--- config.mk ---
export PLATFORM = sky130hd
export DESIGN_NAME = diag_adc_sched
export DESIGN_NICKNAME = d
export VERILOG_FILES = /design/src/rtl/diag_adc_pkg.sv /design/src/rtl/diag_adc_pwm_sync.sv /design/src/rtl/diag_adc_dly_timer.sv /design/src/rtl/diag_adc_sched.sv
export SDC_FILE = /design/constraint.sdc
export NUM_CORES = 1
export LEC_CHECK = 0
export BUFFER_PORTS_ARGS = -buffer_cell sky130_fd_sc_hd__buf_4
export CAP_MARGIN = 20
export CELL_PAD_IN_SITES_DETAIL_PLACEMENT = 0
export CELL_PAD_IN_SITES_GLOBAL_PLACEMENT = 1
export CORE_MARGIN = 4
export CORE_UTILIZATION = 45
export DETAILED_ROUTE_END_ITERATION = 10
export PLACE_DENSITY = 0.91
export SLEW_MARGIN = 5
export SYNTH_ARGS = -nofsm -noshare
export SYNTH_HDL_FRONTEND = slang
export SYNTH_HIERARCHICAL = 1
export SYNTH_SLANG_ARGS = --single-unit
--- constraint.sdc ---
create_clock -name clk -period 7 [get_ports clk]
set_input_delay 1.05 -clock clk [delete_from_list [all_inputs] [get_ports clk]]
set_output_delay 1.05 -clock clk [all_outputs]
set_load 0.1 [all_outputs]
--- src/rtl/diag_adc_pkg.sv ---
package diag_adc_pkg;

    // Scheduler phases: waiting for work, waiting for a PWM rise,
    // counting the sample delay, converter running.
    typedef enum logic [1:0] {
        ST_IDLE = 2'd0,
        ST_ARM  = 2'd1,
        ST_HOLD = 2'd2,
        ST_CONV = 2'd3
    } sched_st_e;

endpackage

--- src/rtl/diag_adc_pwm_sync.sv ---
module diag_adc_pwm_sync #(
    parameter int NUM_CH = 12,
    parameter int STAGES = 2
) (
    input  logic              clk,
    input  logic              rst_n,
    input  logic [NUM_CH-1:0] pwm_in,
    output logic [NUM_CH-1:0] rise
);

    // Per channel: STAGES synchronizer flops plus one history flop.
    for (genvar i = 0; i < NUM_CH; i++) begin : g_ch
        logic [STAGES:0] sh_q;

        always_ff @(posedge clk) begin
            if (!rst_n) begin
                sh_q <= '0;
            end else begin
                sh_q <= {sh_q[STAGES-1:0], pwm_in[i]};
            end
        end

        assign rise[i] = sh_q[STAGES-1] & ~sh_q[STAGES];
    end

endmodule

--- src/rtl/diag_adc_dly_timer.sv ---
module diag_adc_dly_timer #(
    parameter int CW = 6
) (
    input  logic          clk,
    input  logic          rst_n,
    input  logic          load,
    input  logic [CW-1:0] load_val,
    output logic          expired
);

    logic [CW-1:0] cnt_q;

    always_ff @(posedge clk) begin
        if (!rst_n) begin
            cnt_q <= '0;
        end else if (load) begin
            cnt_q <= load_val;
        end else if (cnt_q != '0) begin
            cnt_q <= cnt_q - 1'b1;
        end
    end

    assign expired = (cnt_q == '0);

endmodule

--- src/rtl/diag_adc_sched.sv ---
module diag_adc_sched
    import diag_adc_pkg::*;
#(
    parameter int NUM_OUT     = 12,
    parameter int CH_W        = 5,
    parameter int DW          = 8,
    parameter int DLY_W       = 4,
    parameter int TICK        = 4,
    parameter int SYNC_STAGES = 2
) (
    input  logic               clk,
    input  logic               rst_n,
    input  logic               sel_wr,
    input  logic [CH_W-1:0]    sel_wdata,
    input  logic               res_rd,
    input  logic [DLY_W-1:0]   dly_cfg,
    input  logic [NUM_OUT-1:0] ch_en,
    input  logic [NUM_OUT-1:0] pwm_on,
    output logic               adc_start,
    output logic [CH_W-1:0]    adc_chan,
    input  logic               adc_busy,
    input  logic [DW-1:0]      adc_data,
    output logic [DW-1:0]      res_out,
    output logic [DW-1:0]      supply_out,
    output logic               done_flag
);

    localparam int CH_SPACE = 2 ** CH_W;
    localparam int MAX_WAIT = (2 ** DLY_W) * TICK;
    localparam int CNT_W    = (MAX_WAIT > 1) ? $clog2(MAX_WAIT) : 1;
    localparam logic [CH_W-1:0] SUP_CH = CH_W'(NUM_OUT);

    typedef struct packed {
        sched_st_e       st;
        logic            pend_v;
        logic [CH_W-1:0] pend_ch;
        logic [CH_W-1:0] cur_ch;
        logic            cur_man;
        logic            stale;
        logic            start;
        logic [CH_W-1:0] chan;
        logic [DW-1:0]   res;
        logic [DW-1:0]   sup;
        logic            done;
        logic            busy;
    } sched_t;

    sched_t q, d;

    logic [NUM_OUT-1:0]  rise;
    logic [CH_SPACE-1:0] en_ext;
    logic [CH_SPACE-1:0] rise_ext;
    logic                tmr_load;
    logic                tmr_expired;
    logic [CNT_W-1:0]    tmr_val;
    logic                conv_end;

    assign en_ext   = {{(CH_SPACE-NUM_OUT){1'b0}}, ch_en};
    assign rise_ext = {{(CH_SPACE-NUM_OUT){1'b0}}, rise};
    assign tmr_val  = CNT_W'((int'(dly_cfg) + 1) * TICK - 1);

    diag_adc_pwm_sync #(
        .NUM_CH (NUM_OUT),
        .STAGES (SYNC_STAGES)
    ) u_sync (
        .clk    (clk),
        .rst_n  (rst_n),
        .pwm_in (pwm_on),
        .rise   (rise)
    );

    diag_adc_dly_timer #(
        .CW (CNT_W)
    ) u_tmr (
        .clk      (clk),
        .rst_n    (rst_n),
        .load     (tmr_load),
        .load_val (tmr_val),
        .expired  (tmr_expired)
    );

    always_comb begin
        d        = q;
        d.start  = 1'b0;
        d.busy   = adc_busy;
        tmr_load = 1'b0;
        conv_end = q.busy && !adc_busy;

        if (res_rd) begin
            d.done = 1'b0;
        end

        unique case (q.st)
            ST_IDLE: begin
                d.stale = 1'b0;
                if (q.pend_v) begin
                    d.pend_v  = 1'b0;
                    d.cur_ch  = q.pend_ch;
                    d.cur_man = 1'b1;
                    if ((q.pend_ch < SUP_CH) && en_ext[q.pend_ch]) begin
                        d.st = ST_ARM;
                    end else begin
                        d.st    = ST_CONV;
                        d.start = 1'b1;
                        d.chan  = q.pend_ch;
                    end
                end else begin
                    d.cur_ch  = SUP_CH;
                    d.cur_man = 1'b0;
                    d.st      = ST_CONV;
                    d.start   = 1'b1;
                    d.chan    = SUP_CH;
                end
            end
            ST_ARM: begin
                if (rise_ext[q.cur_ch]) begin
                    tmr_load = 1'b1;
                    d.st     = ST_HOLD;
                end
            end
            ST_HOLD: begin
                if (tmr_expired) begin
                    d.st    = ST_CONV;
                    d.start = 1'b1;
                    d.chan  = q.cur_ch;
                end
            end
            ST_CONV: begin
                if (conv_end) begin
                    if (q.cur_man) begin
                        if (!q.stale) begin
                            d.res  = adc_data;
                            d.done = 1'b1;
                        end
                    end else begin
                        d.sup = adc_data;
                    end
                    d.st = ST_IDLE;
                end
            end
            default: d.st = ST_IDLE;
        endcase

        // A register write overrides everything above: it abandons a
        // waiting request, marks an in-flight request stale and
        // replaces the pending code.
        if (sel_wr) begin
            if (q.st == ST_ARM || q.st == ST_HOLD ||
                d.st == ST_ARM || d.st == ST_HOLD) begin
                d.st     = ST_IDLE;
                d.start  = 1'b0;
                tmr_load = 1'b0;
            end
            if (d.st == ST_CONV && d.cur_man) begin
                d.stale = 1'b1;
            end
            if (sel_wdata > SUP_CH) begin
                d.res    = '0;
                d.done   = 1'b1;
                d.pend_v = 1'b0;
            end else begin
                d.done    = 1'b0;
                d.pend_v  = 1'b1;
                d.pend_ch = sel_wdata;
            end
        end
    end

    always_ff @(posedge clk) begin
        if (!rst_n) begin
            q <= '{st: ST_IDLE, default: '0};
        end else begin
            q <= d;
        end
    end

    assign adc_start  = q.start;
    assign adc_chan   = q.chan;
    assign res_out    = q.res;
    assign supply_out = q.sup;
    assign done_flag  = q.done;

endmodule

==> flow_metrics.env <==
export IMPL_cts_resized=0
export IMPL_antenna_found_initial=0
export IMPL_die_w_microns=97.13
export IMPL_period_needed_ns=3.424
export IMPL_async_flop_share=0
export IMPL_drive_above_1_share=0.2354
export IMPL_rsz0062_at_grt="false"
export IMPL_routabilityCongestion=0.9198
export IMPL_n_antenna_cell=0
export IMPL_cts_tree="built"
export IMPL_yosysWarnings=6
export IMPL_syn_area_per_cell_sq_um=9.407
export IMPL_port_buffers=68
export IMPL_power_density_nw_per_um2=323.4
export IMPL_wl_mm=7.094
export IMPL_syn_cell_area_sq_um=3575
export IMPL_area_delta_synth_final_pct=17.01
export IMPL_critPathLaunchType="flop"
export IMPL_hold_viol=0
export IMPL_cts_sinks=81
export IMPL_wire_per_inst_microns=13.36
export IMPL_synth_area_leader_cell="dfxtp_1"
export IMPL_synth_top_area_share=0.4536
export IMPL_grt_overflow=0
export IMPL_via_per_inst=5.013
export IMPL_reg2reg_from="u_tmr/cnt_q[0]"
export IMPL_ff2ff_path_depth=13
export IMPL_synthTopCellsByArea="dfxtp_1, mux2i_1, and2_1"
export IMPL_timing_slew_headroom=0.4096
export IMPL_grt_max_degree=61
export IMPL_r2r_slack_ns=3.58
export IMPL_peakVddDrop_mv=0.1322
export IMPL_dpl_cell_area_sq_um=3998
export IMPL_postRouteAntennaNets=0
export IMPL_synth_distinct_cells=55
export IMPL_hold_path_class="flop to flop"
export IMPL_syn_inst=380
export IMPL_fin_tns_setup_ns=0
export IMPL_initialDrtViolationCount=91
export IMPL_required_ns=7.22
export IMPL_hold_start="u_sync/g_ch[5].sh_q[0]"
export IMPL_met1_usage=0.2036
export IMPL_io_pins=69
export IMPL_cts_hold_buf=0
export IMPL_core_rowCount=32
export IMPL_arrival_ns=3.64
export IMPL_min_to="u_sync/g_ch[5].sh_q[1]"
export IMPL_top_usage_layer="met2"
export IMPL_drv_cap=0
export IMPL_fillCellCount=726
export IMPL_firstDrtPassIters=5
export IMPL_endpoint_kind="flop"
export IMPL_post_cts_setup_buffer_count=0
export IMPL_cp_max_fo=7
export IMPL_die_area_sq_um=9433
export IMPL_met2_usage=0.2558
export IMPL_min_delay_path_depth=1
export IMPL_htree_levels=3
export IMPL_stdcell_area_sq_um=4183
export IMPL_timing_final_crit_share=0.4891
export IMPL_dp_hpwl_mm=5.191
export IMPL_path_clk_slew_ns=0.08
export IMPL_yosysSeqAreaShare=0.4536
export IMPL_track_usage=0.1612
export IMPL_root_buffer="clkbuf_8"
export IMPL_path_class="flop to flop"
export IMPL_num_vias=2662
export IMPL_worstReg2RegEnd="u_tmr/cnt_q[0]"
export IMPL_status="finished, final reports clean"
export IMPL_grt_pass1_wl_mm=12.43
export IMPL_cts_buffer_depth=2
export IMPL_layout_nets=477
export IMPL_insertion_delay_ns=0.35
export IMPL_crit_start="u_tmr/cnt_q[0]"
export IMPL_setup_violations_final=0
export IMPL_clock_fmax_mhz=292.1
export IMPL_worst_pin_slew_ns=0.8824
export IMPL_start_util=0.4626
export IMPL_coreArea_sq_um=7727
export IMPL_ys_ff_latch=81
export IMPL_grt_pass1_vias=2701
export IMPL_drc=0
export IMPL_finalClockSkew_ns=0.01278
export IMPL_drv_slew=0
export IMPL_synth_edf_count=0
export IMPL_p_leak_nw=1.698
export IMPL_cts_buffers=9
export IMPL_ys_flop_type="dfxtp_1"
export IMPL_groute_layer_met3_usage=0.04953
export IMPL_die_h_microns=97.13
-- cells in the final DEF, fill, tap and decap left out, types with 2 or more instances in the layout --
cell and instances:
nor3b_1 2, mux4_1 3, o21ai_0 13, a21oi_1 19
nand2b_1 4, dfxtp_1 81, a211oi_1 2, ha_1 7
clkbuf_8 10, inv_6 3, mux2_1 2, or3_1 2
xnor2_1 3, inv_1 12, conb_1 2, o21ai_1 3
mux2i_1 20, and2_2 10, buf_4 68, xor2_1 2
o211ai_1 4, a311oi_1 2, a31oi_1 4, o21a_1 3
nor2_1 34, and2_1 29, o311ai_1 2, nand3_1 12
nand2_1 26, nor2b_1 17, o32ai_1 2
-- registers in the layout (all words and copies together), names as in the netlist --
register	cells
res_out	8
supply_out	8
u_sync/g_ch.sh_q	36
u_tmr/cnt_q	6
q	16
adc_start	1
adc_chan	5
done_flag	1
-- metal layers --
metal	routed length (microns)	vias up
met2	3352	70
li1	-	1359
met5	0	-
met4	87	0
met1	3212	1227
met3	443	6
-- synthesized netlist by cell type (2+ instances only) --
cell / n
clkbuf_2: 3
xor2_1: 2
o311ai_1: 2
o21a_1: 3
xnor2_1: 3
a311oi_1: 2
and2_1: 29
a31oi_1: 4
o211ai_1: 4
a21oi_1: 19
buf_2: 2
a211oi_1: 2
nor2_1: 34
nand3_1: 12
nor2b_1: 17
o32ai_1: 2
o21ai_0: 13
nor3b_1: 3
mux2_1: 2
buf_4: 22
mux2i_1: 20
nand2b_1: 4
inv_1: 12
mux4_1: 3
nand2_1: 26
ha_1: 7
and2_2: 10
clkbuf_1: 8
dfxtp_1: 81
o21ai_1: 3
or3_1: 2
-- how the worst max path moves through the flow --
stage          slack [ns]             end  cells after the start
4_1_cts              3.59  u_tmr/cnt_q[0]                     13
2_1_floorplan        3.84  u_tmr/cnt_q[0]                      9
6_report             3.58  u_tmr/cnt_q[0]                     13
5_1_grt              3.15  u_tmr/cnt_q[0]                     13
3_5_place_dp         3.41  u_tmr/cnt_q[0]                     10
3_3_place_gp         3.48  u_tmr/cnt_q[5]                     10
-- where the power goes --
group	switching [mW]	internal, mW
Combinational	0.314	0.171
Sequential	0.0391	0.511
Clock	0.175	0.142
-- critical path, stage by stage (launching register included) --
cell and delay [ns]:
dfxtp_1 0.40, inv_1 0.10, ha_1 0.22, nand2b_1 0.21, nor2_1 0.12, and2_1 0.25, nor2_1 0.13, o21ai_0 0.09
o41a_1 0.44, or3_1 0.38, a31oi_1 0.44, inv_1 0.24, o2111ai_1 0.16, o311ai_1 0.13
-- area by class of cell --
cell class | count | area (sq um) | area share
Clock buffer | 10 | 137.6 | 0.03290
Clock inverter | 6 | 47.55 | 0.01137
Inverter | 13 | 48.80 | 0.01167
Multi-Input combinational cell | 251 | 1689 | 0.4038
Sequential cell | 81 | 1622 | 0.3877
Tap cell | 102 | 127.6 | 0.03051
Timing Repair Buffer | 68 | 510.5 | 0.1220
-- through the flow --
step	setup slack, ns	power (mW)	hold slack, ns	cells	utilization
after floorplan	3.845	0.9430	0.4057	381	-
after global placement	3.479	1.039	0.4149	515	0.5173
after detailed placement	3.405	1.042	0.4202	515	0.5173
after CTS	3.586	1.364	0.4410	531	0.5413
after global routing	3.151	1.445	0.4511	531	0.5413
final	3.576	1.353	0.4374	531	0.5413
-- logic make-up after synthesis --
group,synth area share
compound gates,0.1281
fa+ha+maj,0.02450
other cells,0.001049
mux,0.09135
xor+xnor,0.01225
simple gates,0.2128
buf+inv,0.07630
flops,0.4536
Power figures use the tool's default switching activity.
